<file path="config.mk">
export PLATFORM = sky130hd
export DESIGN_NAME = pll_seq_ctrl
export DESIGN_NICKNAME = d
export VERILOG_FILES = /design/src/rtl/pll_seq_pkg.sv /design/src/rtl/pll_us_timer.sv /design/src/rtl/pll_mode_reg.sv /design/src/rtl/pll_seq_fsm.sv /design/src/rtl/pll_seq_ctrl.sv
export SDC_FILE = /design/constraint.sdc
export NUM_CORES = 1
export LEC_CHECK = 0
export CAP_MARGIN = 5
export CORE_MARGIN = 1
export CORE_UTILIZATION = 43
export DETAILED_ROUTE_END_ITERATION = 10
export PLACE_DENSITY_LB_ADDON = 0.08
export SLEW_MARGIN = 30
export SYNTH_ARGS = -nofsm -noshare
export SYNTH_HDL_FRONTEND = slang
export SYNTH_SLANG_ARGS = --single-unit
</file>
<file path="constraint.sdc">
create_clock -name clk -period 2.62 [get_ports clk]
set_clock_uncertainty 0.1 [all_clocks]
set_input_delay 0.393 -clock clk [delete_from_list [all_inputs] [get_ports clk]]
set_output_delay 0.393 -clock clk [all_outputs]
set_load 0.03 [all_outputs]
</file>
<file path="src/rtl/pll_seq_pkg.sv">
package pll_seq_pkg;

    localparam int WORD_W   = 32;
    localparam int FIELD_W  = 6;

    // Control word bit positions
    localparam int B_OUT    = 0;
    localparam int B_BYP    = 1;
    localparam int B_RST    = 2;
    localparam int LCNT_LSB = 8;
    localparam int BCNT_LSB = LCNT_LSB + FIELD_W;
    localparam int B_VEN    = BCNT_LSB + FIELD_W;
    localparam int B_VRST   = B_VEN + 1;
    localparam int B_VOTE   = 23;
    localparam int B_TO     = 29;
    localparam int B_ACT    = 30;
    localparam int B_LOCK   = 31;

    typedef enum logic [2:0] {
        ST_IDLE,
        ST_BYP_SETTLE,
        ST_LOCK_POLL,
        ST_OUT_DRAIN,
        ST_VOTE_POLL
    } seq_state_e;

    // Writable configuration fields, packed in word order (bits 21:8)
    typedef struct packed {
        logic               vote_rst;
        logic               vote_en;
        logic [FIELD_W-1:0] bias_cnt;
        logic [FIELD_W-1:0] lock_cnt;
    } mode_cfg_t;

    typedef struct packed {
        logic vote;
        logic rst_rel;
        logic byp_rel;
        logic out_en;
    } pll_ctrl_t;

endpackage

</file>
<file path="src/rtl/pll_us_timer.sv">
module pll_us_timer #(
    parameter int CYC_PER_US = 200,
    parameter int US_W       = 7
) (
    input  logic            clk,
    input  logic            rst_n,
    input  logic            clr,
    output logic            tick,
    output logic [US_W-1:0] us_cnt
);

    localparam int PRE_W = (CYC_PER_US > 1) ? $clog2(CYC_PER_US) : 1;
    localparam logic [PRE_W-1:0] PRE_LAST = PRE_W'(CYC_PER_US - 1);
    localparam logic [US_W-1:0]  US_SAT   = '1;

    logic [PRE_W-1:0] pre_q;

    assign tick = (pre_q == PRE_LAST);

    always_ff @(posedge clk or negedge rst_n) begin
        if (!rst_n) begin
            pre_q <= '0;
        end else if (clr || tick) begin
            pre_q <= '0;
        end else begin
            pre_q <= pre_q + 1'b1;
        end
    end

    always_ff @(posedge clk or negedge rst_n) begin
        if (!rst_n) begin
            us_cnt <= '0;
        end else if (clr) begin
            us_cnt <= '0;
        end else if (tick && us_cnt != US_SAT) begin
            us_cnt <= us_cnt + 1'b1;
        end
    end

endmodule

</file>
<file path="src/rtl/pll_mode_reg.sv">
module pll_mode_reg
    import pll_seq_pkg::*;
(
    input  logic              clk,
    input  logic              rst_n,
    input  logic              wr_en,
    input  logic [WORD_W-1:0] wr_data,
    input  pll_ctrl_t         ctrl,
    input  logic              timeout,
    input  logic              lock_in,
    input  logic              active_in,
    output mode_cfg_t         cfg,
    output logic [WORD_W-1:0] rd_data
);

    // only the configuration bits are stored; control bits are sequencer-owned
    always_ff @(posedge clk or negedge rst_n) begin
        if (!rst_n) begin
            cfg <= '0;
        end else if (wr_en) begin
            cfg <= wr_data[B_VRST:LCNT_LSB];
        end
    end

    always_comb begin
        rd_data                  = '0;
        rd_data[B_OUT]           = ctrl.out_en;
        rd_data[B_BYP]           = ctrl.byp_rel;
        rd_data[B_RST]           = ctrl.rst_rel;
        rd_data[B_VRST:LCNT_LSB] = cfg;
        rd_data[B_VOTE]          = ctrl.vote;
        rd_data[B_TO]            = timeout;
        rd_data[B_ACT]           = active_in;
        rd_data[B_LOCK]          = lock_in;
    end

endmodule

</file>
<file path="src/rtl/pll_seq_fsm.sv">
module pll_seq_fsm
    import pll_seq_pkg::*;
#(
    parameter int BYP_GAP_US = 5,
    parameter int OFF_GAP_US = 1,
    parameter int POLL_MAX   = 100,
    parameter int US_W       = 7
) (
    input  logic            clk,
    input  logic            rst_n,
    input  logic            req_on,
    input  logic            req_off,
    input  logic            vote_en,
    input  logic            lock_in,
    input  logic            active_in,
    input  logic            tick,
    input  logic [US_W-1:0] us_cnt,
    output logic            tmr_clr,
    output pll_ctrl_t       ctrl,
    output logic            busy,
    output logic            done,
    output logic            timeout
);

    localparam logic [US_W-1:0] BYP_LAST  = US_W'(BYP_GAP_US - 1);
    localparam logic [US_W-1:0] OFF_LAST  = US_W'(OFF_GAP_US - 1);
    localparam logic [US_W-1:0] POLL_LAST = US_W'(POLL_MAX - 1);

    seq_state_e state_q, state_d;

    logic ev_start, ev_already_on, ev_vote_on, ev_vote_off, ev_drain;
    logic ev_rst_rel, ev_lock_ok, ev_vote_ready, ev_expire, ev_off_done;
    logic all_on;

    assign all_on = ctrl.out_en && ctrl.byp_rel && ctrl.rst_rel;

    // Next state and transition events
    always_comb begin
        state_d       = state_q;
        ev_start      = 1'b0;
        ev_already_on = 1'b0;
        ev_vote_on    = 1'b0;
        ev_vote_off   = 1'b0;
        ev_drain      = 1'b0;
        ev_rst_rel    = 1'b0;
        ev_lock_ok    = 1'b0;
        ev_vote_ready = 1'b0;
        ev_expire     = 1'b0;
        ev_off_done   = 1'b0;
        unique case (state_q)
            ST_IDLE: begin
                if (req_on) begin                     // power-up wins
                    if (vote_en) begin
                        ev_vote_on = 1'b1;
                        state_d    = ST_VOTE_POLL;
                    end else if (all_on) begin
                        ev_already_on = 1'b1;
                    end else begin
                        ev_start = 1'b1;
                        state_d  = ST_BYP_SETTLE;
                    end
                end else if (req_off) begin
                    if (vote_en) begin
                        ev_vote_off = 1'b1;
                    end else begin
                        ev_drain = 1'b1;
                        state_d  = ST_OUT_DRAIN;
                    end
                end
            end
            ST_BYP_SETTLE: begin
                if (tick && us_cnt == BYP_LAST) begin
                    ev_rst_rel = 1'b1;
                    state_d    = ST_LOCK_POLL;
                end
            end
            ST_LOCK_POLL: begin
                if (tick) begin
                    if (lock_in) begin
                        ev_lock_ok = 1'b1;
                        state_d    = ST_IDLE;
                    end else if (us_cnt == POLL_LAST) begin
                        ev_expire = 1'b1;
                        state_d   = ST_IDLE;
                    end
                end
            end
            ST_OUT_DRAIN: begin
                if (tick && us_cnt == OFF_LAST) begin
                    ev_off_done = 1'b1;
                    state_d     = ST_IDLE;
                end
            end
            ST_VOTE_POLL: begin
                if (tick) begin
                    if (active_in) begin
                        ev_vote_ready = 1'b1;
                        state_d       = ST_IDLE;
                    end else if (us_cnt == POLL_LAST) begin
                        ev_expire = 1'b1;
                        state_d   = ST_IDLE;
                    end
                end
            end
            default: state_d = ST_IDLE;
        endcase
    end

    assign tmr_clr = (state_d != state_q);
    assign busy    = (state_q != ST_IDLE);

    // State register
    always_ff @(posedge clk or negedge rst_n) begin
        if (!rst_n) begin
            state_q <= ST_IDLE;
        end else begin
            state_q <= state_d;
        end
    end

    // Registered outputs
    always_ff @(posedge clk or negedge rst_n) begin
        if (!rst_n) begin
            ctrl    <= '0;
            done    <= 1'b0;
            timeout <= 1'b0;
        end else begin
            done <= 1'b0;                             // single-cycle pulse
            if (ev_start) begin
                ctrl.byp_rel <= 1'b1;
                timeout      <= 1'b0;
            end
            if (ev_already_on) begin
                done    <= 1'b1;
                timeout <= 1'b0;
            end
            if (ev_vote_on) begin
                ctrl.vote <= 1'b1;
                timeout   <= 1'b0;
            end
            if (ev_vote_off) begin
                ctrl.vote <= 1'b0;
                done      <= 1'b1;
            end
            if (ev_drain) begin
                ctrl.out_en <= 1'b0;
            end
            if (ev_rst_rel) begin
                ctrl.rst_rel <= 1'b1;
            end
            if (ev_lock_ok) begin
                ctrl.out_en <= 1'b1;
                done        <= 1'b1;
            end
            if (ev_vote_ready) begin
                done <= 1'b1;
            end
            if (ev_expire) begin
                timeout <= 1'b1;
                done    <= 1'b1;
            end
            if (ev_off_done) begin
                ctrl.rst_rel <= 1'b0;
                ctrl.byp_rel <= 1'b0;
                done         <= 1'b1;
            end
        end
    end

endmodule

</file>
<file path="src/rtl/pll_seq_ctrl.sv">
module pll_seq_ctrl
    import pll_seq_pkg::*;
#(
    parameter int CYC_PER_US = 200,
    parameter int BYP_GAP_US = 5,
    parameter int OFF_GAP_US = 1,
    parameter int POLL_MAX   = 100
) (
    input  logic        clk,
    input  logic        rst_n,
    input  logic        reg_wr_en,
    input  logic [31:0] reg_wr_data,
    output logic [31:0] reg_rd_data,
    input  logic        seq_on_req,
    input  logic        seq_off_req,
    output logic        seq_busy,
    output logic        seq_done,
    output logic        seq_timeout,
    input  logic        pll_lock,
    input  logic        pll_active,
    output logic        pll_outen,
    output logic        pll_bypass_n,
    output logic        pll_reset_n,
    output logic        pll_vote,
    output logic [5:0]  pll_lock_cnt,
    output logic [5:0]  pll_bias_cnt,
    output logic        pll_vote_rst
);

    localparam int MAX_GAP = (BYP_GAP_US > OFF_GAP_US) ? BYP_GAP_US : OFF_GAP_US;
    localparam int MAX_US  = (POLL_MAX > MAX_GAP) ? POLL_MAX : MAX_GAP;
    localparam int US_W    = $clog2(MAX_US + 1);

    mode_cfg_t       cfg_q;
    pll_ctrl_t       ctrl;
    logic            tmr_clr;
    logic            tick;
    logic [US_W-1:0] us_cnt;

    pll_us_timer #(
        .CYC_PER_US (CYC_PER_US),
        .US_W       (US_W)
    ) u_timer (
        .clk    (clk),
        .rst_n  (rst_n),
        .clr    (tmr_clr),
        .tick   (tick),
        .us_cnt (us_cnt)
    );

    pll_seq_fsm #(
        .BYP_GAP_US (BYP_GAP_US),
        .OFF_GAP_US (OFF_GAP_US),
        .POLL_MAX   (POLL_MAX),
        .US_W       (US_W)
    ) u_fsm (
        .clk       (clk),
        .rst_n     (rst_n),
        .req_on    (seq_on_req),
        .req_off   (seq_off_req),
        .vote_en   (cfg_q.vote_en),
        .lock_in   (pll_lock),
        .active_in (pll_active),
        .tick      (tick),
        .us_cnt    (us_cnt),
        .tmr_clr   (tmr_clr),
        .ctrl      (ctrl),
        .busy      (seq_busy),
        .done      (seq_done),
        .timeout   (seq_timeout)
    );

    pll_mode_reg u_regs (
        .clk       (clk),
        .rst_n     (rst_n),
        .wr_en     (reg_wr_en),
        .wr_data   (reg_wr_data),
        .ctrl      (ctrl),
        .timeout   (seq_timeout),
        .lock_in   (pll_lock),
        .active_in (pll_active),
        .cfg       (cfg_q),
        .rd_data   (reg_rd_data)
    );

    assign pll_outen    = ctrl.out_en;
    assign pll_bypass_n = ctrl.byp_rel;
    assign pll_reset_n  = ctrl.rst_rel;
    assign pll_vote     = ctrl.vote;
    assign pll_lock_cnt = cfg_q.lock_cnt;
    assign pll_bias_cnt = cfg_q.bias_cnt;
    assign pll_vote_rst = cfg_q.vote_rst;

endmodule

</file>
==> impl_metrics.tcl, run 1 <==
set metrics [dict create \
    status "completed" \
    synth_compound_area_frac 0.0942 \
    post_cts_buffers 0 \
    grt_setup_unrepaired "false" \
    synth_warnings 0 \
    worstHoldStart "u_timer.pre_q[0]$_DFF_PN0_" \
    final_hold_viol_count 0 \
    cp-end-kind "primary output" \
    top_level_ports 91 \
    grt_overflow_total 0 \
    synth_seq_cells 38 \
    grt_pass1_vias 1475 \
    postRouteAntennaNets 0 \
    clkSlewWorstSetupHoldPaths_ns 0.07 \
    post-route-period-util 0.942 \
    synth_cell_types 48 \
    final_cells 332 \
    ir_drop_mv 0.375 \
    synth_seq_area_share 0.434 \
    syn_area_sq_um 2190 \
    vias_per_cell 4.97 \
    rows 25 \
    dieArea_sq_um 5380 \
    async_flop_share 1.00 \
    power_leakage_nw 1.15 \
    clockRootBuffer "clkbuf_8" \
    crit_required_ns 2.13 \
    worst_slew_pin_slew_ns 0.614 \
    tns_ns 0 \
    final_common_cell "clkdlybuf4s50_1" \
    drtPass1Iterations 4 \
    track_usage 0.176 \
    synth_mux_area_frac 0.0765 \
    synth_top_family_by_area "simple AND/OR/NAND/NOR gates" \
    min_path_cells 1 \
    numClockSinks 38 \
    cts.path.max_buffers 2 \
    nets 306 \
    cts_tree "yes" \
    startpoint_type "flip-flop" \
    htreeDepth 2 \
    netlist_instances 221 \
    antenna_cells 0 \
    drive_gt1_frac 0.128 \
    setup_viol 0 \
    syn_avg_cell_area_sq_um 9.91 \
    start_util 0.455 \
    rr_startpoint "u_timer.us_cnt[0]$_DFFE_PN0P_" \
    finalWirelength_mm 4.32 \
    p_per_area_nw_per_um2 604 \
    grt_pass1_wl_mm 7.20 \
    drc_errors 0 \
    max_cap_violations 0 \
    crit_type "flip-flop to primary output" \
    rrSetupSlack_ns 0.28 \
    path_max_fanout 11 \
    synth_edf_count 0 \
    antenna_found_initial 0 \
    drtIter0Drc 120 \
    finalMaxSlewViolations 0 \
    min_path_type "flip-flop to flip-flop" \
    crit_arrival_ns 1.98 \
    place.gp.congestion 0.821 \
    die_y_um 73.4 \
    clkLatencyLatePin_ns 0.29 \
    max_clock_freq_ghz 0.405 \
    grt_max_degree 39 \
    final_cell_mix "clkdlybuf4s50_1, dfrtp_1, nor2_1" \
    synth_top_flop_cell "dfrtp_1" \
    place_inst 323 \
    timing.slew.headroom 0.589 \
    cts_buffers 5 \
    synthSimpleGateAreaFrac 0.191 \
    avgRoutedWirePerCell_um 13.0 \
    synth_fa_ha_area_frac 0.0171 \
    min_to "u_timer.pre_q[0]$_DFF_PN0_" \
    area_growth_pct 26.9 \
    r2r.worst_path.cells 7 \
    portBuffers 61 \
    die_w_um 73.4 \
    min_period_ns 2.47 \
    core_area_sq_um 4820 \
    reg2reg_to "u_timer.pre_q[5]$_DFF_PN0_" \
    num_vias 1651 \
    dp_hpwl_mm 3.16 \
    synth_xor_area_frac 0.0440 \
]
## how the worst max path moves through the flow
stage / startpoint / end
detailed placement: u_timer.us_cnt[0]$_DFFE_PN0P_ / u_timer.us_cnt[0]$_DFFE_PN0P_
global placement: u_timer.us_cnt[0]$_DFFE_PN0P_ / u_timer.us_cnt[1]$_DFFE_PN0P_
floorplan: u_timer.us_cnt[0]$_DFFE_PN0P_ / u_timer.us_cnt[0]$_DFFE_PN0P_
global route: u_fsm.state_q[2]$_DFF_PN0_ / seq_busy
finish: u_fsm.state_q[2]$_DFF_PN0_ / seq_busy
CTS: u_fsm.state_q[2]$_DFF_PN0_ / seq_busy
## area by class of cell
type / instances / area [sq um]
clock buffer: 6 / 82.6
clock inverter: 2 / 12.5
fill: 448 / 2040
inverter: 9 / 33.8
multi-input combinational: 145 / 976
sequential: 38 / 951
tap: 67 / 83.8
timing repair buffer: 65 / 641
## metal layers
metal,GRT usage,part of all wire,vias up
met5,0,0,-
met4,0.0769,0.019,0
met3,0.0439,0.068,8
met2,0.271,0.45,58
met1,0.235,0.46,772
li1,-,-,813
## where the power goes
| part | switching [W] | internal (W) | total, W |
|---|---|---|---|
| Combinational | 0.000259 | 0.000222 | 0.000481 |
| Clock | 0.000215 | 0.000212 | 0.000427 |
| Sequential | 0.0000990 | 0.000673 | 0.000772 |
| Total | 0.000573 | 0.00111 | 0.00168 |
## critical path, cell delays in order (launching register included)
cell	delay (ns)
dfrtp_1	0.49
nor3_1	0.43
inv_1	0.14
clkdlybuf4s50_1	0.62
## cell usage after synthesis (3+ instances only)
library cell   n  area, sq um
dfrtp_1       38          951
buf_4         32          240
nor2_1        24         90.1
mux2_2        14          158
nor3_1        12         60.1
nand3_1       11         55.1
a21oi_1        9         45.0
inv_1          9         33.8
xnor2_1        7         61.3
nand2_1        6         22.5
and3_1         5         31.3
clkbuf_1       4         15.0
o21ai_0        4         20.0
xor2_1         4         35.0
ha_1           3         37.5
## logic make-up after synthesis
| kind of cell | Yosys count |
|---|---|
| flip-flops | 38 |
| buffers and inverters | 48 |
| AO/OA/AOI/OAI | 29 |
| adder cells (fa/ha/maj) | 3 |
| multiplexers | 15 |
| AND/OR/NAND/NOR | 76 |
| other | 1 |
| XOR/XNOR | 11 |
## what timing repair did
action                                  in CTS  in global routing
resized for setup                            0                  1
endpoints found under the setup margin       0                  6
hold buffers                                 0                  1
endpoints found under the hold margin        0                  3
## flip-flops by register name (all words and copies together), names as in the netlist
name	cells
u_timer.us_cnt	7
u_regs.cfg	14
u_fsm.ctrl	4
u_timer.pre_q	8
u_fsm.state_q	3
u_fsm.timeout	1
u_fsm.done	1
## metrics by stage
step                       util  setup slack (ns)  hold WS, ns  instance area [sq um]  power (W)
after detailed placement  0.553             0.209        0.348                   2660    0.00126
final                     0.577             0.152        0.354                   2780    0.00168
after global routing      0.577            0.0916        0.388                   2780    0.00178
after floorplan               -             0.599     -0.00259                   2230    0.00112
after global placement    0.553             0.206        0.345                   2660    0.00125
after CTS                 0.573             0.146        0.137                   2760    0.00170
Note: power is estimated with default switching activity, not from simulation.
==> run 2, diff against run 1 <==
--- a/config.mk
+++ b/config.mk
@@ -7,7 +7,8 @@
 export LEC_CHECK = 0
 export CAP_MARGIN = 5
 export CORE_MARGIN = 1
-export CORE_UTILIZATION = 43
+export CORE_UTILIZATION = 44
+export CTS_BUF_LIST = sky130_fd_sc_hd__clkbuf_2
 export DETAILED_ROUTE_END_ITERATION = 10
 export PLACE_DENSITY_LB_ADDON = 0.08
 export SLEW_MARGIN = 30
==> impl_metrics.tcl, run 2 (same netlist as run 1, synthesis figures left out) <==
set metrics [dict create \
    ir_drop_mv 0.481 \
    post-route-period-util 0.946 \
    tns_ns 0 \
    crit_arrival_ns 2.61 \
    die_y_um 72.6 \
    worstHoldStart "u_timer.pre_q[0]$_DFF_PN0_" \
    multi_input_area_sq_um 972 \
    largest_register_ffs 14 \
    core_area_sq_um 4750 \
    final_core_util 0.570 \
    setup_viol 0 \
    grt_max_degree 39 \
    regArea_sq_um 951 \
    final_common_cell "clkdlybuf4s50_1" \
    drtIter0Drc 96 \
    clockRootBuffer "clkbuf_2" \
    track_usage 0.176 \
    grt_overflow_total 0 \
    rows 25 \
    final_cells 330 \
    postRouteAntennaNets 0 \
    clkSlewWorstSetupHoldPaths_ns 0.17 \
    hold_slack_ns 0.366 \
    area_growth_pct 23.7 \
    clkLatencyLatePin_ns 0.36 \
    dieArea_sq_um 5270 \
    min_period_ns 2.48 \
    drc_errors 0 \
    status "completed" \
    vias_per_cell 4.99 \
    numClockSinks 38 \
    min_path_type "flip-flop to flip-flop" \
    startpoint_type "flip-flop" \
    place_inst 323 \
    start_util 0.461 \
    finalWirelength_mm 4.24 \
    crit_type "flip-flop to flip-flop" \
    n_fill_cell 457 \
    die_w_um 72.6 \
    timing.slew.headroom 0.571 \
    path_max_fanout 7 \
    drtPass1Iterations 4 \
    crit_required_ns 2.75 \
    cp-end-kind "flip-flop" \
    nets 306 \
    final_cell_mix "clkdlybuf4s50_1, dfrtp_1, nor2_1" \
    drive_gt1_frac 0.122 \
    portBuffers 61 \
    top_level_ports 91 \
    final_hold_viol_count 0 \
    place.gp.congestion 0.844 \
    grt_pass1_wl_mm 7.25 \
    rr_startpoint "u_timer.us_cnt[0]$_DFFE_PN0P_" \
    grt_setup_unrepaired "false" \
    cts_buffers 5 \
    max_cap_violations 0 \
    grt_pass1_vias 1496 \
    cts_tree "yes" \
    htreeDepth 2 \
    antenna_cells 0 \
    avgRoutedWirePerCell_um 12.8 \
    antenna_found_initial 0 \
    finalMaxSlewViolations 0 \
    dp_hpwl_mm 3.15 \
    num_vias 1647 \
    rrSetupSlack_ns 0.14 \
    startpoint "u_timer.us_cnt[0]$_DFFE_PN0P_" \
    cts.path.max_buffers 2 \
    largestRegisters "u_regs.cfg (14), u_timer.pre_q (8), u_timer.us_cnt (7)" \
    power_leakage_nw 1.13 \
    largest_register "u_regs.cfg" \
    p_per_area_nw_per_um2 544 \
    max_clock_freq_ghz 0.403 \
    worst_slew_pin_slew_ns 0.640 \
]
-- run 2: repair_timing --
action | in CTS | in global routing
hold buffers | 0 | 1
hold endpoints to repair | 0 | 38
resized for setup | 0 | 1
setup endpoints to repair | 0 | 1
setup buffers | 0 | 0
-- run 2: cell type report --
cell class,count,share of cell area
inverter,9,0.0125
multi-input combinational,145,0.359
clock buffer,5,0.00923
timing repair buffer,65,0.236
clock inverter,1,0.00139
tap,67,0.0309
sequential,38,0.351
-- run 2: critical path, stage by stage (launching register included) --
cell and delay (ns):
dfrtp_1 0.45, inv_1 0.13, ha_1 0.17, nor3b_1 0.47, and3_1 0.26, a311oi_1 0.11
o31ai_2 0.56, nor3_1 0.12
-- run 2: power by group --
part / leakage (nW) / switching [W] / internal [W] / total, W
Sequential: 0.473 / 0.0000994 / 0.000673 / 0.000772
Combinational: 0.634 / 0.000255 / 0.000220 / 0.000474
Clock: 0.0223 / 0.000175 / 0.0000533 / 0.000228
Total: 1.13 / 0.000529 / 0.000946 / 0.00147
-- run 2: layer usage --
| metal | global-route usage | wire length (um) | vias to the layer above |
|---|---|---|---|
| li1 | - | - | 811 |
| met1 | 0.258 | 2050 | 792 |
| met2 | 0.264 | 1990 | 42 |
| met3 | 0.0417 | 185 | 2 |
| met4 | 0.0392 | 15 | 0 |
| met5 | 0 | 0 | - |
-- run 2: metrics by stage --
stage | power, W | instance area, sq um | setup slack (ns)
6_report | 0.00147 | 2710 | 0.141
2_1_floorplan | 0.00112 | 2230 | 0.599
5_1_grt | 0.00157 | 2710 | 0.0103
3_3_place_gp | 0.00125 | 2660 | 0.192
3_5_place_dp | 0.00126 | 2660 | 0.179
4_1_cts | 0.00149 | 2690 | 0.0155
-- run 2: final timing paths --
check | cells after the start | end
worst max-delay path | 7 | u_timer.us_cnt[0]$_DFFE_PN0P_
worst min-delay path | 1 | u_timer.pre_q[0]$_DFF_PN0_
worst max register to register | 7 | u_timer.us_cnt[0]$_DFFE_PN0P_
worst min register to register | 1 | u_timer.pre_q[0]$_DFF_PN0_
max in group asynchronous | 2 | u_timer.pre_q[1]$_DFF_PN0_
min in group asynchronous | 2 | u_regs.cfg[9]$_DFFE_PN0P_
==> run 3, diff against run 2 <==
--- a/config.mk
+++ b/config.mk
@@ -11,7 +11,7 @@
 export CTS_BUF_LIST = sky130_fd_sc_hd__clkbuf_2
 export DETAILED_ROUTE_END_ITERATION = 10
 export PLACE_DENSITY_LB_ADDON = 0.08
-export SLEW_MARGIN = 30
+export SLEW_MARGIN = 10
 export SYNTH_ARGS = -nofsm -noshare
 export SYNTH_HDL_FRONTEND = slang
 export SYNTH_SLANG_ARGS = --single-unit
==> impl_metrics.tcl, run 3 (same netlist as run 1, synthesis figures left out) <==
set metrics [dict create \
    rows 25 \
    worst_slew_pin_slew_ns 0.813 \
    sequentialPowerShare 0.524 \
    regArea_sq_um 951 \
    detailroute.wirelength.met3_um 188 \
    top_layer "met4" \
    grt_pass1_vias 1496 \
    violations "hold timing" \
    p_clk_frac 0.155 \
    rr_startpoint "u_timer.us_cnt[0]$_DFFE_PN0P_" \
    largestRegisters "u_regs.cfg (14), u_timer.pre_q (8), u_timer.us_cnt (7)" \
    max_clock_freq_ghz 0.403 \
    path_buf_inv 1 \
    final_common_cell "clkdlybuf4s50_1" \
    htreeDepth 2 \
    multi_input_area_sq_um 972 \
    place.gp.congestion 0.844 \
    grt_setup_unrepaired "false" \
    start_util 0.461 \
    postRouteAntennaNets 0 \
    antenna_found_initial 0 \
    slowest_delay_ns 0.56 \
    crit_arrival_ns 2.61 \
    post-route-period-util 0.946 \
    die_y_um 72.6 \
    antenna_cells 0 \
    dp_hpwl_mm 3.15 \
    cp-end-kind "flip-flop" \
    numClockSinks 38 \
    final_cell_mix "clkdlybuf4s50_1, dfrtp_1, nor2_1" \
    grt_overflow_total 0 \
    finalMaxSlewViolations 0 \
    status "finished with violations" \
    crit_type "flip-flop to flip-flop" \
    p_total_w 0.00147 \
    reg2reg_to "u_timer.us_cnt[0]$_DFFE_PN0P_" \
    drive_gt1_frac 0.122 \
    core_area_sq_um 4750 \
    clkSlewWorstSetupHoldPaths_ns 0.17 \
    top_level_ports 91 \
    hold_slack_ns -0.00203 \
    switching_share 0.359 \
    drc_errors 0 \
    max_cap_violations 0 \
    p_per_area_nw_per_um2 546 \
    cts.path.max_buffers 2 \
    p_sw_w 0.000528 \
    final_hold_viol_count 1 \
    crit_chain "inv_1, ha_1, nor3b_1, and3_1, a311oi_1, o31ai_2, nor3_1" \
    largest_register "u_regs.cfg" \
    portBuffers 61 \
    grt_max_degree 39 \
    vias_per_cell 4.99 \
    largest_register_ffs 14 \
    cpMaxStageDelayCell "o31ai_2" \
    track_usage 0.176 \
    nets 305 \
    drtIter0Drc 89 \
    cpLargestDelayFamily "simple AND/OR/NAND/NOR gates" \
    die_w_um 72.6 \
    path_max_fanout 7 \
    area_growth_pct 23.1 \
    dieArea_sq_um 5270 \
    ir_drop_mv 0.481 \
    min_path_type "primary input to async pin" \
    startpoint_type "flip-flop" \
    wl_met1_mm 2.04 \
    grt_pass1_wl_mm 7.25 \
    cts_tree "yes" \
    n_fill_cell 459 \
    timing.slew.headroom 0.458 \
    crit_required_ns 2.75 \
    clockRootBuffer "clkbuf_2" \
    cts_buffers 5 \
    min_period_ns 2.48 \
    setup_viol 0 \
    tns_ns 0 \
    rrSetupSlack_ns 0.14 \
    drtPass1Iterations 4 \
    power_leakage_nw 1.12 \
    power_frac_comb 0.321 \
    power.internal_w 0.000944 \
    num_vias 1642 \
    avgRoutedWirePerCell_um 12.8 \
    finalWirelength_mm 4.22 \
    clkLatencyLatePin_ns 0.36 \
    wl_met2_mm 1.97 \
    r2r.worst_path.cells 7 \
    post_cts_buffers 0 \
]
## run 3: changes by cell type in the layout (fill, tap and decap cells not counted), sizes merged
cell         delta
dlygate4sd3     -1
## run 3: worst max path at each step
stage                                  startpoint                             to  slack [ns]  depth (start not counted)
detailed placement  u_timer.us_cnt[0]$_DFFE_PN0P_  u_timer.us_cnt[0]$_DFFE_PN0P_        0.18                          7
floorplan           u_timer.us_cnt[0]$_DFFE_PN0P_  u_timer.us_cnt[0]$_DFFE_PN0P_        0.60                          7
global route        u_timer.us_cnt[0]$_DFFE_PN0P_  u_timer.us_cnt[3]$_DFFE_PN0P_        0.01                          7
CTS                    u_fsm.state_q[2]$_DFF_PN0_                       seq_busy        0.02                          3
global placement    u_timer.us_cnt[0]$_DFFE_PN0P_  u_timer.us_cnt[0]$_DFFE_PN0P_        0.19                          7
finish              u_timer.us_cnt[0]$_DFFE_PN0P_  u_timer.us_cnt[0]$_DFFE_PN0P_        0.14                          7
## run 3: through the flow
stage	util	setup WS (ns)	hold WS [ns]	std cells	instance area [sq um]
2_1_floorplan	-	0.599	-0.00259	231	2230
3_3_place_gp	0.560	0.192	0.345	323	2660
3_5_place_dp	0.560	0.179	0.356	323	2660
4_1_cts	0.566	0.0155	0.0216	329	2690
5_1_grt	0.567	0.0103	0.0545	329	2700
6_report	0.567	0.141	-0.00203	329	2700
## run 3: final cells by class
type | instances | share of cell area
Clock buffer | 5 | 0.00928
Clock inverter | 1 | 0.00139
Multi-Input combinational cell | 145 | 0.360
Timing Repair Buffer | 64 | 0.233
Tap cell | 67 | 0.0311
Sequential cell | 38 | 0.353
Inverter | 9 | 0.0125
## run 3: power groups by stage
stage | sequential, W | clock [W] | combinational (W)
global route | 0.000790 | 0.000258 | 0.000523
detailed placement | 0.000783 | 0 | 0.000476
global placement | 0.000781 | 0 | 0.000473
floorplan | 0.000808 | 0 | 0.000313
finish | 0.000772 | 0.000228 | 0.000473
CTS | 0.000771 | 0.000243 | 0.000477
## run 3: what timing repair did
| action | in CTS | in global routing |
|---|---|---|
| endpoints found under the setup margin | 0 | 1 |
| hold buffers | 0 | 0 |
| gates resized for setup | 0 | 1 |
## run 3: layer usage
| layer | GRT usage | vias to the layer above |
|---|---|---|
| met3 | 0.0417 | 2 |
| met4 | 0.0392 | 0 |
| li1 | - | 810 |
| met5 | 0 | - |
| met1 | 0.258 | 788 |
| met2 | 0.264 | 42 |
